==> config.mk <==
export PLATFORM = sky130hd
export DESIGN_NAME = adc_pair_sequencer
export DESIGN_NICKNAME = d
export VERILOG_FILES = /design/src/rtl/adc_seq_pkg.sv /design/src/rtl/adc_eoc_sync.sv /design/src/rtl/adc_spi_frame.sv /design/src/rtl/adc_conv_fsm.sv /design/src/rtl/adc_pair_sequencer.sv
export SDC_FILE = /design/constraint.sdc
export NUM_CORES = 1
export LEC_CHECK = 0
export BUFFER_PORTS_ARGS = -buffer_cell sky130_fd_sc_hd__buf_2
export CORE_MARGIN = 2
export CORE_UTILIZATION = 50
export DETAILED_ROUTE_END_ITERATION = 10
export GPL_TIMING_DRIVEN = 1
export PLACE_DENSITY = 0.69
export SYNTH_ARGS = -nofsm -noshare
export SYNTH_HDL_FRONTEND = slang
export SYNTH_SLANG_ARGS = --single-unit
==> constraint.sdc <==
create_clock -name clk -period 2.95 [get_ports clk]
set_input_delay 0.295 -clock clk [delete_from_list [all_inputs] [get_ports clk]]
set_output_delay 0.295 -clock clk [all_outputs]
set_load 0.03 [all_outputs]
==> src/rtl/adc_seq_pkg.sv <==
package adc_seq_pkg;

    localparam int WORD_W = 16;

    localparam logic [WORD_W-1:0] SETUP_WORD = 16'hE7BD;
    localparam logic [WORD_W-1:0] READ_CMD   = 16'hD000;

    typedef enum logic [2:0] {
        ST_SETUP,
        ST_SETUP_WAIT,
        ST_IDLE,
        ST_SEL_WAIT,
        ST_PULSE,
        ST_EOC_WAIT,
        ST_READ_WAIT
    } seq_state_e;

    typedef struct packed {
        logic              chan;
        logic [WORD_W-1:0] data;
    } sample_t;

    // Select word: input number sits in bit 12, all else zero.
    function automatic logic [WORD_W-1:0] select_word(input logic ch);
        return {3'b000, ch, 12'h000};
    endfunction

endpackage

==> src/rtl/adc_eoc_sync.sv <==
module adc_eoc_sync #(
    parameter int STAGES = 2
) (
    input  logic clk,
    input  logic rst,
    input  logic async_in,
    output logic sync_out
);
    logic [STAGES-1:0] chain;

    always_ff @(posedge clk) begin
        if (rst) chain <= '0;
        else     chain <= {chain[STAGES-2:0], async_in};
    end

    assign sync_out = chain[STAGES-1];
endmodule

==> src/rtl/adc_spi_frame.sv <==
module adc_spi_frame
    import adc_seq_pkg::*;
#(
    parameter int DIV = 1
) (
    input  logic              clk,
    input  logic              rst,
    input  logic              go,
    input  logic [WORD_W-1:0] tx_word,
    output logic              active,
    output logic              done,
    output logic [WORD_W-1:0] rx_word,
    output logic              sclk,
    output logic              fs_n,
    output logic              mosi,
    input  logic              miso
);
    localparam int BIT_CYC = DIV + 1;
    localparam int CNT_W   = (BIT_CYC > 2) ? $clog2(BIT_CYC) : 1;
    localparam int LOW_CYC = BIT_CYC / 2;
    localparam int SLOTS   = WORD_W + 1;
    localparam int SLOT_W  = $clog2(SLOTS + 1);

    logic [CNT_W-1:0]  cnt;
    logic [SLOT_W-1:0] slot;
    logic [WORD_W-1:0] tx_sh;
    logic [WORD_W-1:0] rx_sh;
    logic              wrap;

    assign wrap = active && (cnt == CNT_W'(BIT_CYC - 1));

    always_ff @(posedge clk) begin
        if (rst) begin
            active <= 1'b0;
            done   <= 1'b0;
            cnt    <= '0;
            slot   <= '0;
            tx_sh  <= '0;
            rx_sh  <= '0;
        end else begin
            done <= 1'b0;
            if (!active) begin
                if (go) begin
                    active <= 1'b1;
                    cnt    <= '0;
                    slot   <= '0;
                    tx_sh  <= tx_word;
                end
            end else if (wrap) begin
                cnt <= '0;
                if (slot != '0) begin
                    rx_sh <= {rx_sh[WORD_W-2:0], miso};
                    tx_sh <= {tx_sh[WORD_W-2:0], 1'b0};
                end
                if (slot == SLOT_W'(WORD_W)) begin
                    active <= 1'b0;
                    done   <= 1'b1;
                end else begin
                    slot <= slot + 1'b1;
                end
            end else begin
                cnt <= cnt + 1'b1;
            end
        end
    end

    assign rx_word = rx_sh;
    assign fs_n    = !active;
    assign sclk    = active && (cnt >= CNT_W'(LOW_CYC));
    assign mosi    = active && (slot != '0) && tx_sh[WORD_W-1];

    // Checker counter: cycles spent in the current frame.
    localparam int FRAME_CYC = SLOTS * BIT_CYC;
    logic [$clog2(FRAME_CYC + 2)-1:0] frame_len;
    always_ff @(posedge clk) begin
        if (rst || !active) frame_len <= '0;
        else                frame_len <= frame_len + 1'b1;
    end

    p_frame_len_r2: assert property (@(posedge clk) disable iff (rst)
        $fell(active) |-> (frame_len == ($bits(frame_len))'(FRAME_CYC)));

endmodule

==> src/rtl/adc_conv_fsm.sv <==
module adc_conv_fsm
    import adc_seq_pkg::*;
#(
    parameter int CONV_LOW    = 4,
    parameter int EOC_TIMEOUT = 4096
) (
    input  logic              clk,
    input  logic              rst,
    input  logic              start,
    input  logic              chan,
    input  logic [WORD_W-1:0] dc_offset,
    input  logic              eoc_s,
    input  logic              xfer_active,
    input  logic              xfer_done,
    input  logic [WORD_W-1:0] xfer_rx,
    output logic              xfer_go,
    output logic [WORD_W-1:0] xfer_tx,
    output logic              conv_n,
    output logic              busy,
    output logic              result_valid,
    output sample_t           result,
    output logic              timeout_err
);
    localparam int LIMIT = (CONV_LOW > EOC_TIMEOUT) ? CONV_LOW : EOC_TIMEOUT;
    localparam int CW    = $clog2(LIMIT + 1);

    seq_state_e    state;
    logic [CW-1:0] cnt;
    logic          chan_q;

    always_comb begin
        xfer_go = 1'b0;
        xfer_tx = READ_CMD;
        unique case (state)
            ST_SETUP: begin
                xfer_go = 1'b1;
                xfer_tx = SETUP_WORD;
            end
            ST_IDLE: begin
                xfer_go = start;
                xfer_tx = select_word(chan);
            end
            ST_EOC_WAIT: begin
                xfer_go = eoc_s;
                xfer_tx = READ_CMD;
            end
            default: ;
        endcase
    end

    always_ff @(posedge clk) begin
        if (rst) begin
            state        <= ST_SETUP;
            cnt          <= '0;
            chan_q       <= 1'b0;
            conv_n       <= 1'b1;
            result_valid <= 1'b0;
            result       <= '0;
            timeout_err  <= 1'b0;
        end else begin
            result_valid <= 1'b0;
            timeout_err  <= 1'b0;
            unique case (state)
                ST_SETUP:      state <= ST_SETUP_WAIT;
                ST_SETUP_WAIT: if (xfer_done) state <= ST_IDLE;
                ST_IDLE: begin
                    if (start) begin
                        chan_q <= chan;
                        state  <= ST_SEL_WAIT;
                    end
                end
                ST_SEL_WAIT: begin
                    // Received word of the select frame is dropped here.
                    if (xfer_done) begin
                        conv_n <= 1'b0;
                        cnt    <= '0;
                        state  <= ST_PULSE;
                    end
                end
                ST_PULSE: begin
                    if (cnt == CW'(CONV_LOW - 1)) begin
                        conv_n <= 1'b1;
                        cnt    <= '0;
                        state  <= ST_EOC_WAIT;
                    end else begin
                        cnt <= cnt + 1'b1;
                    end
                end
                ST_EOC_WAIT: begin
                    if (eoc_s) begin
                        state <= ST_READ_WAIT;
                    end else if (cnt == CW'(EOC_TIMEOUT - 1)) begin
                        timeout_err <= 1'b1;
                        state       <= ST_IDLE;
                    end else begin
                        cnt <= cnt + 1'b1;
                    end
                end
                ST_READ_WAIT: begin
                    if (xfer_done) begin
                        result_valid <= 1'b1;
                        result.chan  <= chan_q;
                        result.data  <= xfer_rx - dc_offset;
                        state        <= ST_IDLE;
                    end
                end
                default: state <= ST_IDLE;
            endcase
        end
    end

    assign busy = (state != ST_IDLE);

    // Checker counter: length of the current conversion-start low phase.
    logic [CW-1:0] low_len;
    always_ff @(posedge clk) begin
        if (rst || conv_n) low_len <= '0;
        else               low_len <= low_len + 1'b1;
    end

    p_go_engine_idle_r9: assert property (@(posedge clk) disable iff (rst)
        xfer_go |-> !xfer_active);

    p_read_after_eoc_r6: assert property (@(posedge clk) disable iff (rst)
        (xfer_go && xfer_tx == READ_CMD) |-> eoc_s);

    p_conv_width_r5: assert property (@(posedge clk) disable iff (rst)
        $rose(conv_n) |-> (low_len == CW'(CONV_LOW)));

    p_valid_pulse_r7: assert property (@(posedge clk) disable iff (rst)
        result_valid |=> !result_valid);

    p_valid_from_read_r8: assert property (@(posedge clk) disable iff (rst)
        result_valid |-> ($past(state) == ST_READ_WAIT && $past(xfer_done)));

    p_timeout_idle_r10: assert property (@(posedge clk) disable iff (rst)
        timeout_err |-> (!busy && !result_valid));

endmodule

==> src/rtl/adc_pair_sequencer.sv <==
module adc_pair_sequencer
    import adc_seq_pkg::*;
#(
    parameter int DIV         = 1,
    parameter int CONV_LOW    = 4,
    parameter int EOC_TIMEOUT = 4096
) (
    input  logic        clk,
    input  logic        rst,
    input  logic        start,
    input  logic        chan,
    input  logic [15:0] dc_offset,
    output logic        busy,
    output logic        result_valid,
    output logic [15:0] result_data,
    output logic        result_chan,
    output logic        timeout_err,
    output logic        sclk,
    output logic        fs_n,
    output logic        mosi,
    input  logic        miso,
    output logic        conv_n,
    input  logic        eoc
);
    logic              eoc_s;
    logic              xfer_go;
    logic              xfer_active;
    logic              xfer_done;
    logic [WORD_W-1:0] xfer_tx;
    logic [WORD_W-1:0] xfer_rx;
    sample_t           result;

    adc_eoc_sync #(.STAGES(2)) u_sync (
        .clk      (clk),
        .rst      (rst),
        .async_in (eoc),
        .sync_out (eoc_s)
    );

    adc_spi_frame #(.DIV(DIV)) u_frame (
        .clk     (clk),
        .rst     (rst),
        .go      (xfer_go),
        .tx_word (xfer_tx),
        .active  (xfer_active),
        .done    (xfer_done),
        .rx_word (xfer_rx),
        .sclk    (sclk),
        .fs_n    (fs_n),
        .mosi    (mosi),
        .miso    (miso)
    );

    adc_conv_fsm #(.CONV_LOW(CONV_LOW), .EOC_TIMEOUT(EOC_TIMEOUT)) u_fsm (
        .clk          (clk),
        .rst          (rst),
        .start        (start),
        .chan         (chan),
        .dc_offset    (dc_offset),
        .eoc_s        (eoc_s),
        .xfer_active  (xfer_active),
        .xfer_done    (xfer_done),
        .xfer_rx      (xfer_rx),
        .xfer_go      (xfer_go),
        .xfer_tx      (xfer_tx),
        .conv_n       (conv_n),
        .busy         (busy),
        .result_valid (result_valid),
        .result       (result),
        .timeout_err  (timeout_err)
    );

    assign result_data = result.data;
    assign result_chan = result.chan;

endmodule

==> results.md, run 1 <==
* Remaining DRCs at 0
* Sw Share at 0.297
* Max_slew headroom at 0.399
* Ports at 46
* Internal Power at 2.05 mW
* WP data required at 3.19 ns
* EDFF count, synth at 0
* Hold crit path type: primary input to register
* Max-Cap Viols at 0
* First-pass GRT wire length at 13,700 um
* CP max FO at 3
* Worst setup EP type: register
* Multi-input gate area at 2270 um2
* Row count at 32
* Combinational share of power at 0.206
* Largest net degree at the start of global routing at 37
* Fraction of layout cells with a size suffix above 1 at 0.139
* Initial drt markers at 181
* Final hold slack at 0.155 ns
* Layout Skew at 0.0113 ns
* Clock power frac at 0.360
* Tmin final at 2.42 ns
* WP data arrival at 2.67 ns
* Finish-stage setup viols at 0
* Synth Register Bits at 79
* Reg area at 1580 um2
* DR vias/cell at 5.42
* PostCTS Resize Cnt at 0
* HPWL Detailed at 5830 um
* TritonCTS sink count at 79
* Register area share after synthesis at 0.389
* Fmax at 413 MHz
* Area grow syn2layout at 13.7%
* Post-Synthesis Cells at 518
* # diodes at 0
* RSZ-0062 raised after global routing: false
* Grt ovf at 0
* H-Tree Depth at 3
* Top-area cell type share of the netlist area at 0.389
* Synth warn at 0
* Syn_area_per_cell at 7.84 um2
* Critical path launch point type: register
* Synthesized cell area at 4060 um2
* Ys flop type: dfxtp_1
* Die span in y at 94.1 um
* Post-CTS Hold Fix Bufs at 0
* Leading area contributor after synthesis: dfxtp_1
* WS Path Type: register to register
* Die Span X at 94.1 um
* Filler cell count at 707
* LEAKAGE at 1.86 nW
* Drt total wl at 8210 um
* Sw Pwr at 0.864 mW
* Clock Tree Buf Depth at 2
* Post-synth cell types at 55
* Die area at 8860 um2
* Placed Instance Area at 4360 um2
* Initial Utilization at 0.520
* Nets at 597
* CTS tree: done
* Total GRT Usage at 0.190
* Placeable Area at 7810 um2
* Post-synth ARST share at 0
* Worst-Margin Slew at 0.894 ns
* Clk_lat worst skew at 0.35 ns
* Status: finished, final reports clean
* Top-count cell post-synth: dfxtp_1
* Vias in the first global route at 3,190
* Num CTS Buffers at 9
* Post-route clock period utilization at 0.822
* Post-CTS Setup Repair Bufs at 0
* Pwr Total at 2.91 mW
* WL/cell at 12.4 um
* Final hold violation count at 0
* Top post-synthesis cells by area: dfxtp_1, a21oi_1, nand2_1
* Post-Syn Nets at 560
* GP Congestion at 0.878
* Antenna Nets Post-Route at 0
* Most frequent cells after synthesis: dfxtp_1, nand2_1, nor2_1
* DR pass1 iterations at 4
* Root cell of the clock tree: clkbuf_8
* Finished Cell Area at 4620 um2
* PwrDens at 630 nW/um2
* CTS clk-pin slew, worst paths at 0.08 ns
* Vias at 3,589
* Post-route setup TNS at 0 ns
* Port Buffers at 45
* Reg power frac at 0.434
* Initial antenna violation count at 0
* Max Slew Vio Count at 0
* VDD IR-drop max at 357 uV
critical path, stage by stage, from the launching register on:
cell	delay (ns)
dfxtp_1	0.33
inv_1	0.05
ha_1	0.14
inv_1	0.05
fa_1	0.39
a21o_1	0.21
a221oi_1	0.46
nor2_1	0.08
o21ai_1	0.25
o21ai_1	0.13
xnor2_1	0.14
o21ai_1	0.07
power groups by stage:
stage          clock network, mW  registers (mW)  logic (mW)
4_1_cts                     1.06            1.26       0.604
3_5_place_dp                   0            1.28       0.600
3_3_place_gp                   0            1.28       0.588
2_1_floorplan                  0            1.23       0.534
6_report                    1.05            1.26       0.599
5_1_grt                     1.10            1.28       0.679
sequential cells by signal, summed over array words and instances, names as in the netlist, 2 cells and up:
name             cells
u_frame.rx_word     16
u_frame.tx_sh       16
u_fsm.state          3
u_frame.slot         5
u_fsm.result        17
u_sync.chain         2
u_fsm.cnt           13
cell type report:
class	count	share of cell area
multi-input combinational	385	0.491
sequential	79	0.342
timing repair buffer	52	0.0601
clock buffer	11	0.0284
clock inverter	5	0.0279
tap	102	0.0276
inverter	28	0.0228
stage by stage:
step | cells | util | setup WS, ns
finish | 662 | 0.592 | 0.526
global route | 662 | 0.592 | 0.334
CTS | 662 | 0.592 | 0.514
detailed placement | 646 | 0.558 | 0.505
global placement | 646 | 0.558 | 0.525
floorplan | 518 | - | 0.779
layout by cell type (no fill, tap or decap), types with 18 or more instances in the layout:
master   count
dfxtp_1     79
nand2_1     73
nor2_1      60
a21oi_1     59
buf_2       45
inv_1       27
o21ai_0     19
ha_1        19
nor3_1      18
worst paths after layout:
kind | slack [ns] | start | cells after the start | to
worst max-delay path | 0.53 | u_frame.rx_word[0] | 11 | u_fsm.result[12]
worst min-delay path | 0.15 | eoc | 2 | u_sync.chain[0]
worst max register to register | 0.53 | u_frame.rx_word[0] | 11 | u_fsm.result[12]
worst min register to register | 0.45 | u_fsm.result[9] | 2 | u_fsm.result[9]
metal layers:
metal | global-route usage | routed length [um] | vias up
met4 | 0.0737 | 75 | 0
li1 | - | - | 1862
met3 | 0.0361 | 342 | 10
met2 | 0.322 | 3870 | 82
met5 | 0 | 0 | -
met1 | 0.238 | 3920 | 1635
cells by family (layout without fill, tap and decap cells):
family,count (synthesis),after routing,share of synthesized area
AO/OA/AOI/OAI,130,130,0.192
XOR/XNOR,16,16,0.0345
adder cells (fa/ha/maj),21,21,0.0659
buffers and inverters,54,96,0.0536
flip-flops,79,79,0.389
multiplexers,4,4,0.0102
AND/OR/NAND/NOR,214,214,0.255
No activity file was read; power rests on OpenSTA's default activity.
==> run 2: changes to the inputs <==
- ABC_AREA: default -> 1
- PLACE_DENSITY: 0.69 -> 0.68
- clock period: 2.95 -> 2.5 ns (I/O delays scaled with it)
==> run 2 against run 1 <==
Combinational power grew to 2.5 times the previous value. Global-route usage is 2.4 points higher. Count of clock-buffer cells in the layout is 1 lower. Total power is 39% higher. Routed wire length is 24% higher. Critical endpoint is now u_frame.rx_word[1]. Worst hold slack worse by 0.062 ns. Area after synthesis is 13% higher.
==> results.md, run 2 <==
* CTS clk-pin slew, worst paths at 0.09 ns (about the same)
* Post-route setup TNS at 0 ns (unchanged)
* Root cell of the clock tree: clkbuf_8
* Tmin final at 1.95 ns (-0.476 ns)
* Row count at 34 (+6.3%)
* Total GRT Usage at 0.214 (+0.0239)
* Remaining DRCs at 0 (unchanged)
* Post-synth ARST share at 0 (unchanged)
* LEAKAGE at 2.55 nW (+38%)
* DR pass1 iterations at 5 (+1)
* Synth warn at 0 (unchanged)
* Commonest non-fill, non-tap cell in the layout: nand2_1
* Finish-stage setup viols at 0 (unchanged)
* Placed Instances at 846 (+31%)
* Critical path launch point type: register
* Die area at 9930 um2 (+12%)
* WP data arrival at 2.17 ns (-0.50 ns)
* Top-count cell post-synth: nand2_1
* Max reg flops at 17 (unchanged)
* GP Congestion at 0.909 (+3.6%)
* First-pass GRT wire length at 17,600 um (+29%)
* Worst setup EP type: register
* Syn_area_per_cell at 6.48 um2 (-17%)
* Initial Utilization at 0.519 (-0.000727)
* Initial antenna violation count at 0 (unchanged)
* Layout Utilization at 0.577 (-0.0142)
* WL/cell at 11.8 um (-4.5%)
* Clock Tree Buf Depth at 2 (unchanged)
* VDD IR-drop max at 493 uV (+38%)
* Register area share after synthesis at 0.346 (-0.0437)
* Fraction of layout cells with a size suffix above 1 at 0.127 (-0.0118)
* Post-route clock period utilization at 0.779 (-0.0427)
* Initial drt markers at 222 (+23%)
* Top-area cell type share of the netlist area at 0.346 (-0.0437)
* Post-Synthesis Cells at 706 (+36%)
* Status: finished, final reports clean
* Final hold violation count at 0 (unchanged)
* Final setup margin at 0.553 ns (+0.0264 ns)
* Fmax at 513 MHz (+24%)
* Antenna Nets Post-Route at 0 (unchanged)
* Layout Skew at 0.0158 ns (+0.00442 ns)
* Num CTS Buffers at 9 (unchanged)
* HPWL Detailed at 7480 um (+28%)
* CTS tree: done
* Synthesized cell area at 4570 um2 (+13%)
* Drt total wl at 10,200 um (+24%)
* Area grow syn2layout at 11.2%
* Most frequent cells in the layout: nand2_1, nor2_1, inv_1
* Synth Register Bits at 79 (unchanged)
* EDFF count, synth at 0 (unchanged)
* WS Path Type: register to register
* RSZ-0062 raised after global routing: false
* Vias at 4,376 (+22%)
* Layout Cells excl Fill at 861 (+30%)
* Post-Syn Nets at 748 (+34%)
* Port Buffers at 45 (unchanged)
* WP data required at 2.72 ns (-0.47 ns)
* Die span in y at 99.7 um (+5.9%)
* Placeable Area at 8810 um2 (+13%)
* Post-CTS Setup Repair Bufs at 0 (unchanged)
* PostCTS Resize Cnt at 0 (unchanged)
* Worst-Margin Slew at 0.646 ns (-0.249 ns)
* Nets at 791 (+32%)
* Vias in the first global route at 3,980 (+25%)
* Most frequent cells after synthesis: nand2_1, nor2_1, inv_1
* Ports at 46 (unchanged)
* Leading area contributor after synthesis: dfxtp_1
* Max_slew headroom at 0.569 (+0.170)
* Hold crit path type: primary input to register
* PwrDens at 799 nW/um2 (+27%)
* Largest register by flop count: u_fsm.result
* Post-CTS Hold Fix Bufs at 0 (unchanged)
* Ys flop type: dfxtp_1
* Largest net degree at the start of global routing at 29 (-22%)
* Top post-synthesis cells by area: dfxtp_1, nand2_1, nor2_1
* # diodes at 0 (unchanged)
* Max-Cap Viols at 0 (unchanged)
* CP max FO at 19 (+16)
* Max Slew Vio Count at 0 (unchanged)
* DR vias/cell at 5.08 (-6.3%)
* Die Span X at 99.7 um (+5.9%)
* Pre-CTS setup slack at 0.578 ns (+0.0723 ns)
* H-Tree Depth at 3 (unchanged)
* Post-synth cell types at 37 (-33%)
* Grt ovf at 0 (unchanged)
* Clk_lat worst skew at 0.35 ns (about the same)
* TritonCTS sink count at 79 (unchanged)
## run 2: cell types whose count changed in the layout (fill, tap and decap cells not counted), moves of 12 or more
cell,previous run,this run
a21oi_1,59,36
inv_1,27,94
o21ai_0,19,38
nand3_1,4,44
nand2_1,73,180
nor2_1,60,105
nor3_1,18,6
a211oi_1,12,0
## run 2: final timing paths
path	cells past startpoint	to	slack, ns	start
worst max register to register	8	u_frame.rx_word[1]	0.55	u_frame.slot[0]
worst min register to register	2	u_sync.chain[1]	0.41	u_sync.chain[0]
worst max-delay path	8	u_frame.rx_word[1]	0.55	u_frame.slot[0]
worst min-delay path	3	u_sync.chain[0]	0.09	eoc
## run 2: layout make-up
| type | instances | area [um2] |
|---|---|---|
| sequential | 79 | 1580 |
| inverter | 105 | 398 |
| fill | 848 | 3720 |
| multi-input combinational | 503 | 2490 |
| tap | 108 | 135 |
| clock inverter | 5 | 57.6 |
| clock buffer | 10 | 138 |
| timing repair buffer | 51 | 283 |
## run 2: cell families after synthesis
logic type                 count (synthesis)  synth area share
and+or+nand+nor                          373             0.351
buffers and inverters                    124             0.109
AOI/OAI and AO/OA                        101             0.120
DFF                                       79             0.346
adders and majority gates                 20            0.0563
xor gates and xnor gates                   9            0.0172
## run 2: metrics by stage
stage          power, mW  area (um2)  hold WS [ns]
2_1_floorplan       2.86        4570         0.357
3_3_place_gp        3.11        4890         0.392
3_5_place_dp        3.14        4890         0.401
4_1_cts             4.10        5080        0.0744
5_1_grt             4.42        5080        0.0885
6_report            4.06        5080        0.0923
## run 2: routing by layer
metal	up-vias	share of wire	global-route usage
met5	-	0	0
met4	0	0.010	0.0727
met3	9	0.037	0.0302
met2	77	0.45	0.341
met1	1978	0.50	0.299
li1	2312	-	-
## run 2: power breakdown
part	switching (mW)	leakage, nW	internal, mW
clock	0.466	0.103	0.485
sequential	0.143	0.642	1.44
combinational	1.04	1.81	0.484
## run 2: critical path, cell delays in order (launching register included)
cell and delay (ns):
dfxtp_1 0.34, inv_1 0.08, ha_1 0.17, nand4_1 0.12
nand2_1 0.12, buf_4 0.21, clkinv_1 0.42, o21ai_0 0.30
a21oi_1 0.06
